File: src/rtl/rsb_pkg.sv
package rsb_pkg;
  typedef enum logic [1:0] {
    ST_FREE = 2'd0,
    ST_WAIT = 2'd1,
    ST_EXEC = 2'd2
  } slot_st_e;
endpackage

File: src/rtl/rsb_alloc.sv
module rsb_alloc #(
  parameter int N     = 4,
  parameter int IDX_W = 2,
  parameter int TAG_W = 3
) (
  input  logic [N-1:0]     busy_i,
  output logic [N-1:0]     grant_o,
  output logic [TAG_W-1:0] tag_o,
  output logic             full_o
);
  logic [IDX_W-1:0] sel;
  logic             found;

  always_comb begin
    grant_o = '0;
    sel     = '0;
    found   = 1'b0;
    for (int i = 0; i < N; i++) begin
      if (!busy_i[i] && !found) begin
        grant_o[i] = 1'b1;
        sel        = IDX_W'(i);
        found      = 1'b1;
      end
    end
    full_o = ~found;
    tag_o  = TAG_W'(sel) + TAG_W'(1);
  end
endmodule

File: src/rtl/rsb_pick.sv
module rsb_pick #(
  parameter int N     = 4,
  parameter int IDX_W = 2,
  parameter int AGE_W = 2
) (
  input  logic [N-1:0]            ready_i,
  input  logic [N-1:0][AGE_W-1:0] age_i,
  output logic [N-1:0]            grant_o,
  output logic [IDX_W-1:0]        sel_o,
  output logic                    valid_o
);
  logic [AGE_W-1:0] best;

  always_comb begin
    best    = '0;
    sel_o   = '0;
    valid_o = 1'b0;
    for (int i = 0; i < N; i++) begin
      if (ready_i[i] && (!valid_o || age_i[i] > best)) begin
        best    = age_i[i];
        sel_o   = IDX_W'(i);
        valid_o = 1'b1;
      end
    end
    grant_o = '0;
    if (valid_o) grant_o[sel_o] = 1'b1;
  end
endmodule

File: src/rtl/rsb_entry.sv
module rsb_entry
  import rsb_pkg::*;
#(
  parameter int OP_W   = 4,
  parameter int DATA_W = 16,
  parameter int TAG_W  = 3,
  parameter int AGE_W  = 2,
  parameter int MY_TAG = 1
) (
  input  logic              clk,
  input  logic              rst_n,
  input  logic              alloc_i,
  input  logic              iss_fire_i,
  input  logic [OP_W-1:0]   iss_op_i,
  input  logic [TAG_W-1:0]  iss_qj_i,
  input  logic [DATA_W-1:0] iss_vj_i,
  input  logic [TAG_W-1:0]  iss_qk_i,
  input  logic [DATA_W-1:0] iss_vk_i,
  input  logic              cdb_valid_i,
  input  logic [TAG_W-1:0]  cdb_tag_i,
  input  logic [DATA_W-1:0] cdb_val_i,
  input  logic              grant_i,
  input  logic              free_any_i,
  input  logic [AGE_W-1:0]  free_age_i,
  output logic              busy_o,
  output logic              ready_o,
  output logic              release_o,
  output logic [AGE_W-1:0]  age_o,
  output logic [OP_W-1:0]   op_o,
  output logic [DATA_W-1:0] vj_o,
  output logic [DATA_W-1:0] vk_o
);
  localparam logic [TAG_W-1:0] OWN_TAG = TAG_W'(MY_TAG);

  slot_st_e          st_q, st_d;
  logic [TAG_W-1:0]  qj_q, qj_d, qk_q, qk_d;
  logic [AGE_W-1:0]  age_q, age_d;
  logic [OP_W-1:0]   op_q, op_d;
  logic [DATA_W-1:0] vj_q, vj_d, vk_q, vk_d;
  logic              hit_j, hit_k, older_gone, ld_en;

  assign hit_j      = cdb_valid_i && (qj_q != '0) && (cdb_tag_i == qj_q);
  assign hit_k      = cdb_valid_i && (qk_q != '0) && (cdb_tag_i == qk_q);
  assign release_o  = (st_q == ST_EXEC) && cdb_valid_i && (cdb_tag_i == OWN_TAG);
  assign older_gone = free_any_i && (free_age_i < age_q);
  assign ld_en      = alloc_i | hit_j | hit_k;

  always_comb begin
    st_d  = st_q;
    qj_d  = qj_q;
    qk_d  = qk_q;
    age_d = age_q;
    op_d  = op_q;
    vj_d  = vj_q;
    vk_d  = vk_q;
    if (alloc_i) begin
      st_d  = ST_WAIT;
      op_d  = iss_op_i;
      qj_d  = iss_qj_i;
      vj_d  = iss_vj_i;
      qk_d  = iss_qk_i;
      vk_d  = iss_vk_i;
      age_d = '0;
    end else if (st_q != ST_FREE) begin
      if (hit_j) begin
        qj_d = '0;
        vj_d = cdb_val_i;
      end
      if (hit_k) begin
        qk_d = '0;
        vk_d = cdb_val_i;
      end
      if (grant_i)   st_d = ST_EXEC;
      if (release_o) st_d = ST_FREE;
      age_d = age_q + AGE_W'(iss_fire_i) - AGE_W'(older_gone);
    end
  end

  always_ff @(posedge clk or negedge rst_n) begin
    if (!rst_n) begin
      st_q  <= ST_FREE;
      qj_q  <= '0;
      qk_q  <= '0;
      age_q <= '0;
    end else begin
      st_q  <= st_d;
      qj_q  <= qj_d;
      qk_q  <= qk_d;
      age_q <= age_d;
    end
  end

  always_ff @(posedge clk) begin
    if (ld_en) begin
      op_q <= op_d;
      vj_q <= vj_d;
      vk_q <= vk_d;
    end
  end

  assign busy_o  = (st_q != ST_FREE);
  assign ready_o = (st_q == ST_WAIT) && (qj_q == '0) && (qk_q == '0);
  assign age_o   = age_q;
  assign op_o    = op_q;
  assign vj_o    = vj_q;
  assign vk_o    = vk_q;

  AST_GRANT_NEEDS_OPERANDS: assert property (@(posedge clk) disable iff (!rst_n)
    grant_i |-> (st_q == ST_WAIT && qj_q == '0 && qk_q == '0));
  AST_NO_REDISPATCH: assert property (@(posedge clk) disable iff (!rst_n)
    (st_q == ST_EXEC) |-> !grant_i);
  AST_SNOOP_CAPTURE: assert property (@(posedge clk) disable iff (!rst_n)
    (st_q != ST_FREE && !alloc_i && hit_j) |=> (qj_q == '0 && vj_q == $past(cdb_val_i)));
  AST_OWN_TAG_AFTER_DISPATCH: assert property (@(posedge clk) disable iff (!rst_n)
    (st_q != ST_FREE && cdb_valid_i && cdb_tag_i == OWN_TAG) |-> (st_q == ST_EXEC));
  AST_ALLOC_INTO_FREE: assert property (@(posedge clk) disable iff (!rst_n)
    alloc_i |-> (st_q == ST_FREE));
endmodule

File: src/rtl/rs_bank.sv
module rs_bank #(
  parameter int N      = 4,
  parameter int OP_W   = 4,
  parameter int DATA_W = 16,
  parameter int TAG_W  = 3
) (
  input  logic              clk,
  input  logic              rst_n,
  input  logic              iss_valid_i,
  input  logic [OP_W-1:0]   iss_op_i,
  input  logic [TAG_W-1:0]  iss_qj_i,
  input  logic [DATA_W-1:0] iss_vj_i,
  input  logic [TAG_W-1:0]  iss_qk_i,
  input  logic [DATA_W-1:0] iss_vk_i,
  output logic              iss_full_o,
  output logic [TAG_W-1:0]  iss_tag_o,
  input  logic              cdb_valid_i,
  input  logic [TAG_W-1:0]  cdb_tag_i,
  input  logic [DATA_W-1:0] cdb_val_i,
  output logic              disp_valid_o,
  output logic [TAG_W-1:0]  disp_tag_o,
  output logic [OP_W-1:0]   disp_op_o,
  output logic [DATA_W-1:0] disp_vj_o,
  output logic [DATA_W-1:0] disp_vk_o
);
  localparam int IDX_W = (N > 1) ? $clog2(N) : 1;
  localparam int AGE_W = IDX_W;

  logic [N-1:0]            busy_vec, ready_vec, rel_vec, alloc_gnt, pick_gnt;
  logic [N-1:0][AGE_W-1:0] age_vec;
  logic [OP_W-1:0]         op_a [N];
  logic [DATA_W-1:0]       vj_a [N];
  logic [DATA_W-1:0]       vk_a [N];
  logic [IDX_W-1:0]        pick_sel;
  logic                    iss_fire, fwd_j, fwd_k, free_any;
  logic [TAG_W-1:0]        qj_in, qk_in;
  logic [DATA_W-1:0]       vj_in, vk_in;
  logic [AGE_W-1:0]        free_age;

  assign iss_fire = iss_valid_i & ~iss_full_o;
  assign fwd_j    = cdb_valid_i && (iss_qj_i != '0) && (cdb_tag_i == iss_qj_i);
  assign fwd_k    = cdb_valid_i && (iss_qk_i != '0) && (cdb_tag_i == iss_qk_i);
  assign qj_in    = fwd_j ? '0 : iss_qj_i;
  assign vj_in    = fwd_j ? cdb_val_i : iss_vj_i;
  assign qk_in    = fwd_k ? '0 : iss_qk_i;
  assign vk_in    = fwd_k ? cdb_val_i : iss_vk_i;

  always_comb begin
    free_age = '0;
    for (int i = 0; i < N; i++) begin
      if (rel_vec[i]) free_age = free_age | age_vec[i];
    end
  end
  assign free_any = |rel_vec;

  rsb_alloc #(.N(N), .IDX_W(IDX_W), .TAG_W(TAG_W)) u_alloc (
    .busy_i  (busy_vec),
    .grant_o (alloc_gnt),
    .tag_o   (iss_tag_o),
    .full_o  (iss_full_o)
  );

  rsb_pick #(.N(N), .IDX_W(IDX_W), .AGE_W(AGE_W)) u_pick (
    .ready_i (ready_vec),
    .age_i   (age_vec),
    .grant_o (pick_gnt),
    .sel_o   (pick_sel),
    .valid_o (disp_valid_o)
  );

  for (genvar g = 0; g < N; g++) begin : g_slot
    rsb_entry #(
      .OP_W(OP_W), .DATA_W(DATA_W), .TAG_W(TAG_W), .AGE_W(AGE_W), .MY_TAG(g + 1)
    ) u_slot (
      .clk         (clk),
      .rst_n       (rst_n),
      .alloc_i     (alloc_gnt[g] & iss_fire),
      .iss_fire_i  (iss_fire),
      .iss_op_i    (iss_op_i),
      .iss_qj_i    (qj_in),
      .iss_vj_i    (vj_in),
      .iss_qk_i    (qk_in),
      .iss_vk_i    (vk_in),
      .cdb_valid_i (cdb_valid_i),
      .cdb_tag_i   (cdb_tag_i),
      .cdb_val_i   (cdb_val_i),
      .grant_i     (pick_gnt[g]),
      .free_any_i  (free_any),
      .free_age_i  (free_age),
      .busy_o      (busy_vec[g]),
      .ready_o     (ready_vec[g]),
      .release_o   (rel_vec[g]),
      .age_o       (age_vec[g]),
      .op_o        (op_a[g]),
      .vj_o        (vj_a[g]),
      .vk_o        (vk_a[g])
    );
  end

  assign disp_tag_o = TAG_W'(pick_sel) + TAG_W'(1);
  assign disp_op_o  = op_a[pick_sel];
  assign disp_vj_o  = vj_a[pick_sel];
  assign disp_vk_o  = vk_a[pick_sel];

  for (genvar a = 0; a < N; a++) begin : g_age_a
    for (genvar b = a + 1; b < N; b++) begin : g_age_b
      AST_AGES_DISTINCT: assert property (@(posedge clk) disable iff (!rst_n)
        (busy_vec[a] && busy_vec[b]) |-> (age_vec[a] != age_vec[b]));
    end
  end

  AST_FULL_REFUSES: assert property (@(posedge clk) disable iff (!rst_n)
    (iss_valid_i && iss_full_o && !free_any) |=> iss_full_o);
  AST_SINGLE_RELEASE: assert property (@(posedge clk) disable iff (!rst_n)
    $onehot0(rel_vec));
endmodule

File: config.mk
export PLATFORM = sky130hd
export DESIGN_NAME = rs_bank
export DESIGN_NICKNAME = d
export VERILOG_FILES = /design/src/rtl/rsb_pkg.sv /design/src/rtl/rsb_alloc.sv /design/src/rtl/rsb_pick.sv /design/src/rtl/rsb_entry.sv /design/src/rtl/rs_bank.sv
export SDC_FILE = /design/constraint.sdc
export NUM_CORES = 1
export LEC_CHECK = 0
export ABC_AREA = 1
export CAP_MARGIN = 20
export CORE_AREA = 4 4 143 145
export CTS_CLUSTER_SIZE = 28
export DETAILED_ROUTE_END_ITERATION = 7
export DIE_AREA = 0 0 147 149
export DONT_BUFFER_PORTS = 1
export MAX_ROUTING_LAYER = met4
export PLACE_DENSITY_LB_ADDON = 0.25
export SYNTH_ARGS = -nofsm -noshare
export SYNTH_HDL_FRONTEND = slang
export SYNTH_SLANG_ARGS = --single-unit
export TNS_END_PERCENT = 30
File: constraint.sdc
create_clock -name clk -period 11.1 [get_ports clk]
set_input_delay 0 -clock clk [delete_from_list [all_inputs] [get_ports clk]]
set_output_delay 0 -clock clk [all_outputs]
set_load 0.005 [all_outputs]
; ---- After elaboration in Yosys (flattened, before gate mapping)
; Cells that the tools add are included.
[word_totals]
ff_bits = 184
out_inout_bits = 44
wordCells = 321
[classes]
bitwise = 18
n_mux = 112
reduce_logical = 121
order_cmp = 10
n_addsub = 10
eq_ne = 22
[ops]
columns = op, count
row1 = 2-to-1 mux 16 bit, 30
row2 = 2-to-1 mux 3 bit, 26
row3 = 2-to-1 mux 2 bit, 35
row4 = binary-select mux 16 bit (select 2 bit), 2
row5 = logical AND 1 bit, 47
row6 = nonzero test 3 bit, 14
row7 = AND reduction 2 bit, 16
row8 = nonzero test 2 bit, 16
row9 = equality test 3 bit, 10
row10 = logical NOT 3 bit, 8
row11 = AND reduction 3 bit, 8
row12 = 2-to-1 mux 1 bit, 14
row13 = 2-to-1 mux 4 bit, 3
row14 = adder 2 x 1 -> 2 bit, 4
row15 = binary-select mux 4 bit (select 2 bit), 1
row16 = "equality test 2 x 1 -> 1 bit, second input constant", 4
row17 = "equality test 2 bit, second input constant", 4
row18 = logical NOT 1 bit, 8
row19 = less-than comparator 2 bit, 4
row20 = bitwise OR 1 bit, 8
row21 = subtractor 2 x 1 -> 2 bit, 4
row22 = "adder 2 x 1 -> 3 bit, second input constant", 2
row23 = "equality test 3 x 2 -> 1 bit, second input constant", 2
row24 = > comparator 2 bit, 3
row25 = other kinds (12), 20

; ---- Depth between registers and ports, before layout
[logic_depth]
ltp_word = 25
mapped_depth = 37
mapped_depth_nobuf = 35

; ---- Hierarchy
; Synthesis repeated with hierarchy kept, for this count alone.
[unflattened]
hier_cells = 1331
hier_area_um2 = 10487.6
[by_module_without_submodules]
columns = mod, n_inst, seq_area_each_um2, area_each_um2, cells_per_inst
row1 = rsb_entry at g_slot[2].u_slot, 1, 1331.3, 2082.0, 224
row2 = rsb_entry at g_slot[3].u_slot, 1, 1331.3, 2075.7, 221
row3 = rsb_entry at g_slot[0].u_slot, 1, 1331.3, 2073.2, 219
row4 = rsb_entry at g_slot[1].u_slot, 1, 1331.3, 2067.0, 217
row5 = rs_bank, 1, 0.0, 1791.7, 376
row6 = rsb_pick, 1, 0.0, 322.8, 61
row7 = rsb_alloc, 1, 0.0, 75.1, 13

; ---- Worst setup path after synthesis
; OpenSTA, ideal clock, no wires.
[synth_timing]
path_type = register -> register
from = reg g_slot[0].u_slot.qk_q[1]
to = reg g_slot[3].u_slot.st_q[1]
period_less_slack_ns = 4.276
path_stages_with_launch = 36
arrival_time_ns = 4.156
setup_slack_ns = 6.824
path_cell_list = dfrtp_1 nor2_1 nand4_2 nor2_1 inv_1 ha_1 inv_1 nor2_1 o21ai_0 nand2_1 nand2_2 nand2_1 o21ai_0 inv_1 ha_1 inv_1 nor2_1 o21ai_0 nand2_1 nand2_2 nor2_1 a21oi_1 ha_1 inv_1 nor2_1 o21ai_1 nand2_4 nand2_2 buf_6 nand2_1 buf_2 ha_1 nand2_1 nand2_1 o21ai_0 inv_1
[synth_via]
elab_chain_cells = 22
word_cells_on_any_way = 32
classes_between = order compare: 5 / mux: 13 / reduce/logical: 14
[synth_lines]
columns = item, line
row1 = "start, declared", rsb_entry.sv:36  ; logic [TAG_W-1:0] qj_q, qj_d, qk_q, qk_d;
row2 = "start signal, assigned", rsb_entry.sv:88  ; qk_q <= qk_d;
row3 = logical NOT 3 bit *, rsb_entry.sv:102  ; assign ready_o = (st_q == ST_WAIT) && (qj_q == '0) && (qk_q == '0);
row4 = logical AND 1 bit *, rsb_entry.sv:102
row5 = 2-to-1 mux 2 bit / 2-to-1 mux 1 bit (equally long branches), rsb_pick.sv:19  ; if (ready_i[i] && (!valid_o || age_i[i] > best)) begin
row6 = > comparator 2 bit / logical NOT 1 bit (equally long branches), rsb_pick.sv:19
row7 = logical OR 1 bit, rsb_pick.sv:19
row8 = logical AND 1 bit, rsb_pick.sv:19
row9 = 2-to-1 mux 2 bit / 2-to-1 mux 1 bit (equally long branches), rsb_pick.sv:19
row10 = > comparator 2 bit / logical NOT 1 bit (equally long branches), rsb_pick.sv:19
row11 = (+6 left out), -
row12 = 2-to-1 mux 2 bit, rsb_pick.sv:19
row13 = less-than comparator 2 x 3 -> 1 bit (not written as such) / greater-or-equal comparator 2 x 1 -> 1 bit (equally long branches), rsb_pick.sv:26  ; if (valid_o) grant_o[sel_o] = 1'b1;
row14 = logical AND 1 bit (not written as such), rsb_pick.sv:26
row15 = 2-to-1 mux 1 bit (not written as such), rsb_pick.sv:26
row16 = demux 1 bit (select 2 bit), -
row17 = 2-to-1 mux 4 bit *, rsb_pick.sv:26
row18 = nonzero test 3 bit (no line) *, -
row19 = AND reduction 2 bit (no line) *, -
row20 = "end signal, assigned", rsb_entry.sv:86  ; st_q <= st_d;
row21 = "end, declared", rsb_entry.sv:35  ; slot_st_e st_q, st_d;
; Every way passes the cells marked *; elsewhere a longest branch is shown, timed or not.
; A chain may end at the register's enable or synchronous reset.

; ---- Final worst setup path
[layout_timing]
from = reg g_slot[0].u_slot.qk_q[1]
to = reg g_slot[0].u_slot.st_q[1]
[layout_via]
elab_chain_cells = 22
word_cells_on_any_way = 32
classes_between = order compare: 5 / mux: 13 / reduce/logical: 14
[layout_lines]
columns = item, line
row1 = logical NOT 3 bit *, rsb_entry.sv:102
row2 = logical AND 1 bit *, rsb_entry.sv:102
row3 = 2-to-1 mux 2 bit / 2-to-1 mux 1 bit (equally long branches), rsb_pick.sv:19
row4 = > comparator 2 bit / logical NOT 1 bit (equally long branches), rsb_pick.sv:19
row5 = logical OR 1 bit, rsb_pick.sv:19
row6 = logical AND 1 bit, rsb_pick.sv:19
row7 = 2-to-1 mux 2 bit / 2-to-1 mux 1 bit (equally long branches), rsb_pick.sv:19
row8 = > comparator 2 bit / logical NOT 1 bit (equally long branches), rsb_pick.sv:19
row9 = (+6 left out), -
row10 = 2-to-1 mux 2 bit, rsb_pick.sv:19
row11 = less-than comparator 2 x 3 -> 1 bit (not written as such) / greater-or-equal comparator 2 x 1 -> 1 bit (equally long branches), rsb_pick.sv:26
row12 = logical AND 1 bit (not written as such), rsb_pick.sv:26
row13 = 2-to-1 mux 1 bit (not written as such), rsb_pick.sv:26
row14 = demux 1 bit (select 2 bit), -
row15 = 2-to-1 mux 4 bit *, rsb_pick.sv:26
row16 = nonzero test 3 bit (no line) *, -
row17 = AND reduction 2 bit (no line) *, -
row18 = "end signal, assigned", rsb_entry.sv:86
row19 = "end, declared", rsb_entry.sv:35
; Marks and branches as above.

==> impl_metrics.tcl <==
set metrics [dict create \
    reg2reg_setup_slack_ns 4.77 \
    p_leak_nw 5.181 \
    clock_latency_ns 0.43 \
    critPathMaxStageDelay_ns 0.66 \
    dieArea_sq_mm 0.02190 \
    worstPathArrival_ns 6.65 \
    synth_edf_count 144 \
    worstSetupStartpointType "flop" \
    synth-compound-area-share 0.1218 \
    finalPower_mw 3.022 \
    cts_resized 0 \
    hold_path_class "in2reg" \
    synth_area_leaders "edfxtp_1 42%, nand2_1 10%, dfrtp_1 9.6%" \
    worstSetupEndpointType "flop" \
    crit_slowest_cell "nand2_1" \
    wl_per_cell_microns 17.99 \
    firstDrtPassIters 6 \
    io-pin-count 109 \
    setup_violations 0 \
    holdWs_ns 0.006314 \
    fin_crit_sh 0.5704 \
    ys_async_sr_fraction 0.2174 \
    status "completed" \
    core_region_area_sq_mm 0.01921 \
    fin_crit_ns 6.331 \
    grt_usage 0.2619 \
    cts_made_buffers 17 \
    clock_skew_ns 0.01401 \
    num_antenna_cells 0 \
    cts_tree "done" \
    crit_buf_inv 7 \
    drc 0 \
    overflow 0 \
    synth_top_area_cell "edfxtp_1" \
    synthAdderAreaFrac 0.02765 \
    grt_pass1_wl_microns 43590 \
    port_buffers 0 \
    via_per_inst 5.597 \
    ys_ff_latch 184 \
    routed_wl_microns 27750 \
    synth_ff_type "edfxtp_1" \
    cts_setup_buffers 0 \
    yosysTopAreaCellShare 0.4154 \
    synth_top_family_by_area "simple AND/OR/NAND/NOR gates" \
    clkTransAtPathRegs_ns 0.07 \
    placed_cell_area_sq_mm 0.01059 \
    design_area_sq_mm 0.01164 \
    grt_pass1_vias 8202 \
    vias 8636 \
    drv_cap 0 \
    max_slew_margin 0.2785 \
    power_density_mw_per_mm2 259.6 \
    fin_ws_ns 4.769 \
    yosysSeqAreaShare 0.5116 \
    ir_drop_mv 0.1588 \
    ys.warnings.count 0 \
    detail_route.iter0.violations 730 \
    critPathTopFamily "simple AND/OR/NAND/NOR gates" \
    rsz0062_at_grt "false" \
    max_slew.worst_pin.slew_ns 1.080 \
    worstSetupPathType "reg2reg" \
    final_core_util 0.6062 \
    dp_slack_ns 4.920 \
    gp_congestion 0.9186 \
    dp_cells 1468 \
    rows 51 \
    synth_xor_area_frac 0.01178 \
    synth_common_cells "281 x nand2_1, 164 x inv_1, 144 x edfxtp_1" \
    setup_tns_ns 0 \
    grt_max_degree 73 \
    ant_nets 0 \
    synth_cells 1254 \
    drive_gt1_frac 0.05869 \
    hold_viol_final 0 \
    cts-htree-levels 4 \
    syn_area_sq_mm 0.01041 \
    initial_core_util 0.5419 \
    antenna_found_initial 0 \
    synth_nets 1342 \
    dieHeight_microns 149 \
    nets 1353 \
    fmax_mhz 157.9 \
    synth.distinct_cells 36 \
    die_x_microns 147 \
    clock_tree.root_cell "clkbuf_16" \
    synth_area_per_cell_sq_um 8.300 \
    ctsLongestPathBuffers 2 \
    cp.required_ns 11.42 \
    synthSimpleGateAreaFrac 0.2334 \
    synth.mux.area_fraction 0 \
    synth_most_common_cell "nand2_1" \
    fin_cells 1543 \
    crit_fanout 38 \
    syn_to_final_growth_pct 11.86 \
    slew_violations 0 \
    dp_hpwl_microns 17610 \
    cts.sinks 184 \
    n_fill_cell 1660 \
]
==> where the power goes <==
part | internal (mW) | leakage [nW] | switching, mW | total, mW
sequential | 1.03 | 1.83 | 0.0960 | 1.12
clock | 0.363 | 0.284 | 0.260 | 0.623
combinational | 0.374 | 3.07 | 0.904 | 1.28
total | 1.76 | 5.18 | 1.26 | 3.02
==> flip-flops by register name (all words and copies together) (netlist names) <==
register             flops
g_slot.u_slot.vj_o      64
g_slot.u_slot.op_o      16
g_slot.u_slot.st_q       8
g_slot.u_slot.vk_o      64
g_slot.u_slot.qk_q      12
g_slot.u_slot.age_o      8
g_slot.u_slot.qj_q      12
==> logic make-up (layout without fill, tap and decap cells) <==
family / Yosys count / in the layout
AND/OR/NAND/NOR: 551 / 551
AO/OA/AOI/OAI: 241 / 241
flip-flops: 184 / 184
XOR/XNOR: 14 / 14
buffers and inverters: 241 / 265
adder cells (fa/ha/maj): 23 / 23
==> worst min-delay path: cells and delay by family <==
| kind | cells | cell delay [ns] |
|---|---|---|
| buffers and inverters | 1 | 0.02 |
| AO/OA/AOI/OAI | 2 | 0.26 |
| AND/OR/NAND/NOR | 1 | 0.05 |
==> per-layer routing <==
metal	vias up	routed length, microns	track usage
met5	-	0	-
met4	0	664	0.08248
met3	52	2377	0.04771
met2	383	13490	0.4294
met1	4003	11220	0.3347
li1	4198	-	-
==> final timing paths <==
path | start | end | cells after the start
min in group asynchronous | rst_n | g_slot[2].u_slot.qj_q[1] | 2
hold / removal | iss_vj_i[3] | g_slot[3].u_slot.vj_o[3] | 4
hold reg to reg | g_slot[0].u_slot.st_q[0] | g_slot[0].u_slot.st_q[0] | 2
max in group asynchronous | rst_n | g_slot[1].u_slot.st_q[0] | 2
setup reg to reg | g_slot[0].u_slot.qk_q[1] | g_slot[0].u_slot.st_q[1] | 32
setup / recovery | g_slot[0].u_slot.qk_q[1] | g_slot[0].u_slot.st_q[1] | 32
==> cells in the final DEF, fill, tap and decap left out, types with 6 or more instances in the layout <==
cell type	Yosys	final
ha_1	23	23
dlygate4sd3_1	0	41
o22ai_1	29	29
inv_1	164	163
dfrtp_1	40	40
nand3b_1	37	37
nand2_1	281	279
nand2_2	4	6
nand3_1	94	94
a21oi_1	15	15
buf_4	0	10
xnor2_1	7	7
edfxtp_1	144	144
nor2_1	111	111
xor2_1	7	7
inv_2	12	13
o21ai_1	48	48
clkbuf_16	0	17
o21ai_0	142	142
nand4_1	12	12
==> repair_timing <==
item | 4_1_cts | 5_1_grt
endpoints found under the hold margin | 219 | 0
hold buffers | 42 | 0
setup endpoints to repair | 0 | 0
==> cell type report <==
class,instances,area (sq um),share of cell area
sequential,184,5325,0.4573
clock inverter,10,145.1,0.01247
clock buffer,22,454.2,0.03901
tap,265,331.6,0.02848
multi-input combinational,829,4165,0.3577
inverter,179,674.4,0.05792
timing repair buffer,54,548.0,0.04707
Power figures use the tool's default switching activity.
